===== src/rtl/pin_func_pkg.sv =====
package pin_func_pkg;
  localparam int NUM_BITS  = 3;
  localparam int MODE_W    = 3;
  localparam int BIT_LSTRB = 0;
  localparam int BIT_CLKDIS = 1;
  localparam int BIT_PIPE  = 2;

  typedef struct packed {
    logic ldPipe;
    logic ldClk;
    logic ldStrobe;
  } loadStrobes_t;

  function automatic logic isNormal(input logic [MODE_W-1:0] m);
    return m[0];
  endfunction

  function automatic logic isSingle(input logic [MODE_W-1:0] m);
    return m[2:1] == 2'b00;
  endfunction

  function automatic logic isPeriph(input logic [MODE_W-1:0] m);
    return m == 3'b110;
  endfunction

  function automatic logic isExpanded(input logic [MODE_W-1:0] m);
    return !isSingle(m) && !isPeriph(m);
  endfunction

  function automatic logic isNormalNarrow(input logic [MODE_W-1:0] m);
    return m == 3'b011;
  endfunction
endpackage


===== src/rtl/pin_func_ctrl.sv =====
module pin_func_ctrl
  import pin_func_pkg::*;
#(
  parameter int BITS = NUM_BITS
) (
  input  logic              clk,
  input  logic              rst,
  input  logic              wrEn,
  input  logic [MODE_W-1:0] mode,
  output loadStrobes_t      ld,
  output logic [BITS-1:0]   firstDone
);
  // One tracking flag per bit, set by any write transaction.
  for (genvar i = 0; i < BITS; i++) begin : g_flag
    always_ff @(posedge clk) begin
      if (rst) firstDone[i] <= 1'b0;
      else if (wrEn) firstDone[i] <= 1'b1;
    end
  end

  logic pipeOk, strobeOk, clkOk;

  always_comb begin
    pipeOk   = isNormal(mode) ? !firstDone[BIT_PIPE]  : firstDone[BIT_PIPE];
    strobeOk = isNormal(mode) ? !firstDone[BIT_LSTRB] : firstDone[BIT_LSTRB];
    unique case (mode)
      3'b001:  clkOk = !firstDone[BIT_CLKDIS];
      3'b000:  clkOk = 1'b1;
      default: clkOk = 1'b0;
    endcase
    ld.ldPipe   = wrEn && pipeOk;
    ld.ldStrobe = wrEn && strobeOk;
    ld.ldClk    = wrEn && clkOk;
  end
endmodule


===== src/rtl/pin_func_dp.sv =====
module pin_func_dp
  import pin_func_pkg::*;
#(
  parameter int BITS = NUM_BITS
) (
  input  logic              clk,
  input  logic              rst,
  input  loadStrobes_t      ld,
  input  logic [BITS-1:0]   wrData,
  input  logic [MODE_W-1:0] mode,
  input  logic              strobeSelIn,
  output logic [BITS-1:0]   rdData,
  output logic              pipeSel,
  output logic              eclkSel,
  output logic              eclkIsInput,
  output logic              lstrbSel,
  output logic              lstrbHoldHigh
);
  logic [BITS-1:0] regQ;
  logic [BITS-1:0] loadVec;

  always_comb begin
    loadVec             = '0;
    loadVec[BIT_PIPE]   = ld.ldPipe;
    loadVec[BIT_CLKDIS] = ld.ldClk;
    loadVec[BIT_LSTRB]  = ld.ldStrobe;
  end

  for (genvar i = 0; i < BITS; i++) begin : g_bit
    always_ff @(posedge clk) begin
      if (rst) regQ[i] <= 1'b0;
      else if (loadVec[i]) regQ[i] <= wrData[i];
    end
  end

  assign rdData = regQ;

  always_comb begin
    pipeSel       = regQ[BIT_PIPE] && isExpanded(mode);
    eclkSel       = !regQ[BIT_CLKDIS] && !(isSingle(mode) && strobeSelIn);
    eclkIsInput   = isPeriph(mode);
    lstrbSel      = regQ[BIT_LSTRB] && !isSingle(mode) && !isNormalNarrow(mode);
    lstrbHoldHigh = isNormalNarrow(mode);
  end

  AST_STROBE_GATED: assert property (@(posedge clk) disable iff (rst)
    (isSingle(mode) || isNormalNarrow(mode)) |-> !lstrbSel);
  AST_PIPE_GATED: assert property (@(posedge clk) disable iff (rst)
    !isExpanded(mode) |-> !pipeSel);
endmodule


===== src/rtl/pin_func_reg.sv =====
module pin_func_reg
  import pin_func_pkg::*;
(
  input  logic              clk,
  input  logic              rst,
  input  logic              wrEn,
  input  logic [NUM_BITS-1:0] wrData,
  output logic [NUM_BITS-1:0] rdData,
  input  logic [MODE_W-1:0] mode,
  input  logic              strobeSelIn,
  output logic              pipeSel,
  output logic              eclkSel,
  output logic              eclkIsInput,
  output logic              lstrbSel,
  output logic              lstrbHoldHigh
);
  loadStrobes_t ld;
  logic [NUM_BITS-1:0] firstDone;

  pin_func_ctrl #(.BITS(NUM_BITS)) i_ctrl (
    .clk(clk), .rst(rst), .wrEn(wrEn), .mode(mode),
    .ld(ld), .firstDone(firstDone)
  );

  pin_func_dp #(.BITS(NUM_BITS)) i_dp (
    .clk(clk), .rst(rst), .ld(ld), .wrData(wrData), .mode(mode),
    .strobeSelIn(strobeSelIn), .rdData(rdData), .pipeSel(pipeSel),
    .eclkSel(eclkSel), .eclkIsInput(eclkIsInput), .lstrbSel(lstrbSel),
    .lstrbHoldHigh(lstrbHoldHigh)
  );

  AST_NORMAL_WRITE_ONCE: assert property (@(posedge clk) disable iff (rst)
    (firstDone[BIT_PIPE] && isNormal(mode)) |=>
      ($stable(rdData[BIT_PIPE]) && $stable(rdData[BIT_LSTRB])));
  AST_SPECIAL_FIRST_IGNORED: assert property (@(posedge clk) disable iff (rst)
    (!firstDone[BIT_LSTRB] && !isNormal(mode)) |=>
      ($stable(rdData[BIT_PIPE]) && $stable(rdData[BIT_LSTRB])));
  AST_CLK_LOCKED: assert property (@(posedge clk) disable iff (rst)
    !isSingle(mode) |=> $stable(rdData[BIT_CLKDIS]));
  AST_CLK_ONCE_NORMAL: assert property (@(posedge clk) disable iff (rst)
    (mode == 3'b001 && firstDone[BIT_CLKDIS]) |=> $stable(rdData[BIT_CLKDIS]));
endmodule


===== config.mk =====
export PLATFORM = sky130hd
export DESIGN_NAME = pin_func_reg
export DESIGN_NICKNAME = d
export VERILOG_FILES = /design/src/rtl/pin_func_pkg.sv /design/src/rtl/pin_func_ctrl.sv /design/src/rtl/pin_func_dp.sv /design/src/rtl/pin_func_reg.sv
export SDC_FILE = /design/constraint.sdc
export NUM_CORES = 1
export LEC_CHECK = 0
export ABC_AREA = 1
export ABC_CLOCK_PERIOD_IN_PS = 1100
export BUFFER_PORTS_ARGS = -buffer_cell sky130_fd_sc_hd__buf_4
export CORE_AREA = 2 2 39 41
export CTS_BUF_LIST = sky130_fd_sc_hd__clkbuf_4
export DETAILED_ROUTE_END_ITERATION = 6
export DIE_AREA = 0 0 41 43
export HOLD_SLACK_MARGIN = 0.1
export SLEW_MARGIN = 20
export SYNTH_ARGS = -nofsm -noshare
export SYNTH_HDL_FRONTEND = slang
export SYNTH_SLANG_ARGS = --single-unit

===== constraint.sdc =====
create_clock -name clk -period 1.1 [get_ports clk]
set_clock_uncertainty 0.05 [all_clocks]
set_input_delay 0.055 -clock clk [delete_from_list [all_inputs] [get_ports clk]]
set_output_delay 0.055 -clock clk [all_outputs]
set_load 0.02 [all_outputs]

# After elaboration in Yosys (flattened, before gate mapping)
# Cells that the tools add are included.
[totals]
register_bits = 4
out_inout_bits = 8
inputBits = 10
latch_bits = 0
word_cells = 25
memories = 0
romBits = 0
mem_bits_rw = 0
[op_classes]
div_mod_pow = 0
n_addsub = 0
bitwise_logic = 0
n_mux = 2
n_mul = 0
n_reduce_logical = 16
n_eq_ne = 3
shift = 0
n_lt_le_gt_ge = 0
[ops]
columns = ["operator", "count"]
rows = [
  ["$logic_and 1x1->1", 8],
  ["$logic_not 1->1", 6],
  ["$eq 3x1->1 const B", 1],
  ["$eq 3x2->1 const B", 1],
  ["$eq 3x3->1 const B", 1],
  ["$logic_not 3->1", 1],
  ["$logic_not 2->1", 1],
  ["$pmux 1 s2", 1],
  ["$mux 1", 1],
]

# Depth between registers and ports, before layout
[depth]
word_depth = 4
ltp_mapped = 5
depth_no_buf = 5

# Modules after synthesis
# A second synthesis with hierarchy kept.
[unflattened]
hier_cells = 40
hier_area_um2 = 239.0
[modules_own_cells]
columns = ["mod", "cells_per_inst", "area_each_um2", "seq_area_each_um2", "n_inst"]
rows = [
  ["pin_func_dp", 26, 158.9, 60.1, 1],
  ["pin_func_ctrl", 14, 80.1, 20.0, 1],
]

# Worst setup path after synthesis
# OpenSTA, ideal clock, no wires.
[synth_path]
kind = "register to output"
startpoint = "register i_dp.regQ[0] (netlist: i_dp.rdData[0])"
endpoint = "output lstrbSel"
n_path_buf = 0
arrival_time_ns = 0.816
stages_incl_launch_ff = 3
required_ns = 0.995
setup_slack_ns = 0.179
path_cell_list = "dfxtp_1 > nand2_1 > nor2_1"
[synth_via]
elab_chain_len = 2
[synth_lines]
columns = ["item", "line_no", "rtl"]
rows = [
  ["start: declaration", "pin_func_dp.sv:19", "logic [BITS-1:0] regQ;"],
  ["start signal: indexed assignment", "pin_func_dp.sv:32", "else if (loadVec[i]) regQ[i] <= wrData[i];"],
  ["$logic_and 1x1->1 (2 in series)", "pin_func_dp.sv:42", "lstrbSel = regQ[BIT_LSTRB] && !isSingle(mode) && !isNormalNarrow(mode);"],
  ["end: declaration", "pin_func_reg.sv:14", "output logic lstrbSel,"],
]
# Every way passes these cells.

# Worst setup path in the final report
[layout_path]
startpoint = "register i_dp.regQ[2] (netlist: i_dp.rdData[2])"
endpoint = "output pipeSel"
[layout_via]
elab_chain_len = 1
[layout_lines]
columns = ["item", "line_no", "rtl"]
rows = [
  ["$logic_and 1x1->1", "pin_func_dp.sv:39", "pipeSel = regQ[BIT_PIPE] && isExpanded(mode);"],
  ["end: declaration", "pin_func_reg.sv:11", "output logic pipeSel,"],
]
# Every way passes these cells.

==> flow_metrics.py <==
metrics = {
    "sta": {
        "rsz0062_at_grt": "no",
        "fin_tns_setup_ns": 0,
        "slew_headroom": 0.8851,
        "period_share": 0.9041,
        "tightest_slew_ns": 0.1714,
        "hold_viol": 0,
        "max_clock_freq_mhz": 1005,
        "drv_slew": 0,
        "finalSetupViolCount": 0,
        "setup_ws_ns": 0.1055,
        "period_needed_ns": 0.9945,
    },
    "global_route": {
        "grt_max_degree": 6,
        "grt_pass1_vias": 297,
        "antenna_found_initial": 0,
        "track_usage": 0.09529,
        "grt_pass1_wl_um": 1076,
        "overflow": 0,
    },
    "place": {
        "hpwl_um": 554.1,
        "post-place-ws_ns": 0.2281,
        "io_buffer_count": 17,
        "gp_congestion": 0.7366,
    },
    "floorplanning": {
        "die_height_um": 43,
        "die-area_mm2": 0.001763,
        "start_util": 0.1844,
        "dieWidth_um": 41,
        "ios": 18,
        "rows": 14,
        "core_region_area_mm2": 0.001384,
    },
    "critical_path": {
        "timing.rr.start": "i_ctrl.firstDone[1]$_SDFFE_PP0P_",
        "crit_start": "i_dp.rdData[2]$_SDFFE_PP0P_",
        "crit_end": "pipeSel",
        "crit_chain": "nand2_1 > nor2_1 > buf_4",
        "rr_endpoint": "i_dp.rdData[1]$_SDFFE_PP0P_",
        "slowest_delay_ns": 0.35,
        "end_kind": "primary output",
        "r2r_cells": 5,
        "slowest_stage": "dfxtp_1",
        "startpoint_type": "register",
        "path_max_fanout": 3,
        "required_ns": 1.00,
        "critPathKind": "reg2out",
        "r2r_slack_ns": 0.21,
        "arrival_ns": 0.89,
    },
    "run_status": {
        "status": "complete, no violations",
    },
    "clock_tree": {
        "clkTransAtPathRegs_ns": 0.04,
        "clk_latency_ns": 0.24,
        "cts_tree": "yes",
        "cts-root-buf": "clkbuf_4",
        "cts_buffers": 3,
        "cts.sinks": 4,
        "htreeDepth": 1,
        "clock_path_buffers": 2,
    },
    "detailed_routing": {
        "drtPass1Iterations": 2,
        "avgRoutedWirePerCell_um": 8.329,
        "vias": 319,
        "ant_nets": 0,
        "via_per_inst": 4.038,
        "drt_iter0_markers": 5,
        "routed_wl_um": 658,
        "drc": 0,
    },
    "cells_and_area": {
        "final_nets": 75,
        "drive_above_1_share": 0.4286,
        "area_growth_pct": 74.51,
        "diodes": 0,
    },
    "synth": {
        "yosysWarnings": 0,
        "synth_seq_cells": 4,
        "synth_area_per_cell_um2": 6.225,
        "yosysUniqueCellTypes": 11,
        "synth.net_count": 51,
        "netlist_area_um2": 255.2,
        "ys_seq_area_frac": 0.3137,
        "netlist_instances": 41,
    },
    "pwr": {
        "ir_drop_mv": 0.5378,
        "p_total_uw": 491.1,
        "powerDensity_mw_per_mm2": 1102,
        "leakagePower_uw": 0.0002385,
    },
    "worst_hold_path": {
        "hp-class": "in2reg",
        "holdPathStages": 5,
    },
    "job": {
        "maxCapViolations": 0,
    },
}
## flip-flops by register name (all words and copies together), names as in the netlist
register          flops
i_dp.rdData           3
i_ctrl.firstDone      1
## Yosys cell counts
cell     count  share of area
nor2_4       1          0.044
a21oi_1      1          0.020
inv_1        8           0.12
nand2_1      6          0.088
dfxtp_1      4           0.31
nand4_1      3          0.074
nor2_1      12           0.18
nor2_2       1          0.025
nand2_2      2          0.049
inv_2        1          0.015
nor3_2       2          0.078
## worst max-delay path, delay by kind of cell (launching register included)
| family | cells | cell delay [ns] |
|---|---|---|
| buffers and inverters | 1 | 0.14 |
| AND/OR/NAND/NOR | 2 | 0.16 |
| flip-flops | 1 | 0.35 |
## worst min-delay path by stage
| stage | from | end | slack (ns) |
|---|---|---|---|
| after floorplan | rst | i_ctrl.firstDone[1]$_SDFFE_PP0P_ | 0.08 |
| after global placement | rst | i_ctrl.firstDone[1]$_SDFFE_PP0P_ | 0.17 |
| after detailed placement | rst | i_ctrl.firstDone[1]$_SDFFE_PP0P_ | 0.18 |
| after CTS | wrData[0] | i_dp.rdData[0]$_SDFFE_PP0P_ | 0.12 |
| after global routing | wrData[0] | i_dp.rdData[0]$_SDFFE_PP0P_ | 0.13 |
| final | wrData[0] | i_dp.rdData[0]$_SDFFE_PP0P_ | 0.11 |
## power breakdown
part / switching, uW / internal [uW]
sequential: 8.38 / 156
clock: 62.0 / 122
combinational: 73.7 / 68.4
total: 144 / 347
## layer usage
layer / track usage / wire [um] / vias up
met5: 0 / 0 / -
met4: 0.04000 / 9 / 0
met3: 0.06283 / 88 / 2
met2: 0.1656 / 355 / 13
met1: 0.07692 / 205 / 137
li1: - / - / 167
## per-stage QoR
stage,util,instances,hold slack [ns],cell area (um^2)
after floorplan,-,41,0.07738,255.2
final,0.3219,79,0.1144,445.4
after CTS,0.3219,79,0.1186,445.4
after detailed placement,0.2911,74,0.1755,402.9
after global routing,0.3219,79,0.1327,445.4
after global placement,0.2911,74,0.1738,402.9
## timing repair
| action | in CTS | in global routing |
|---|---|---|
| buffers inserted | 0 | 0 |
| hold endpoints to repair | 4 | 0 |
| resized for setup | 0 | 0 |
| hold buffers | 2 | 0 |
## cells in the final DEF, fill, tap and decap left out
master	synthesis	final
nor2_2	1	1
nand2_1	6	6
nor2_4	1	1
nor3_2	2	2
nand4_1	3	3
buf_4	0	17
dfxtp_1	4	4
inv_1	8	8
nor2_1	12	12
dlygate4sd3_1	0	2
a21oi_1	1	1
clkbuf_4	0	3
inv_2	1	1
nand2_2	2	2
## cell families after synthesis
| logic type | after synthesis | share of synthesized area |
|---|---|---|
| DFF | 4 | 0.3137 |
| buffers and inverters | 9 | 0.1323 |
| and+or+nand+nor | 27 | 0.5343 |
| AOI/OAI and AO/OA | 1 | 0.01959 |
## area by class of cell
type	instances	area, um^2
flip-flops and latches	4	80.08
repair buffers	19	147.6
multi-input cells	28	141.4
inverters	9	33.78
clock buffers	3	22.52
fillers	159	938.4
well taps	16	20.02
No activity file was read; power rests on OpenSTA's default activity.
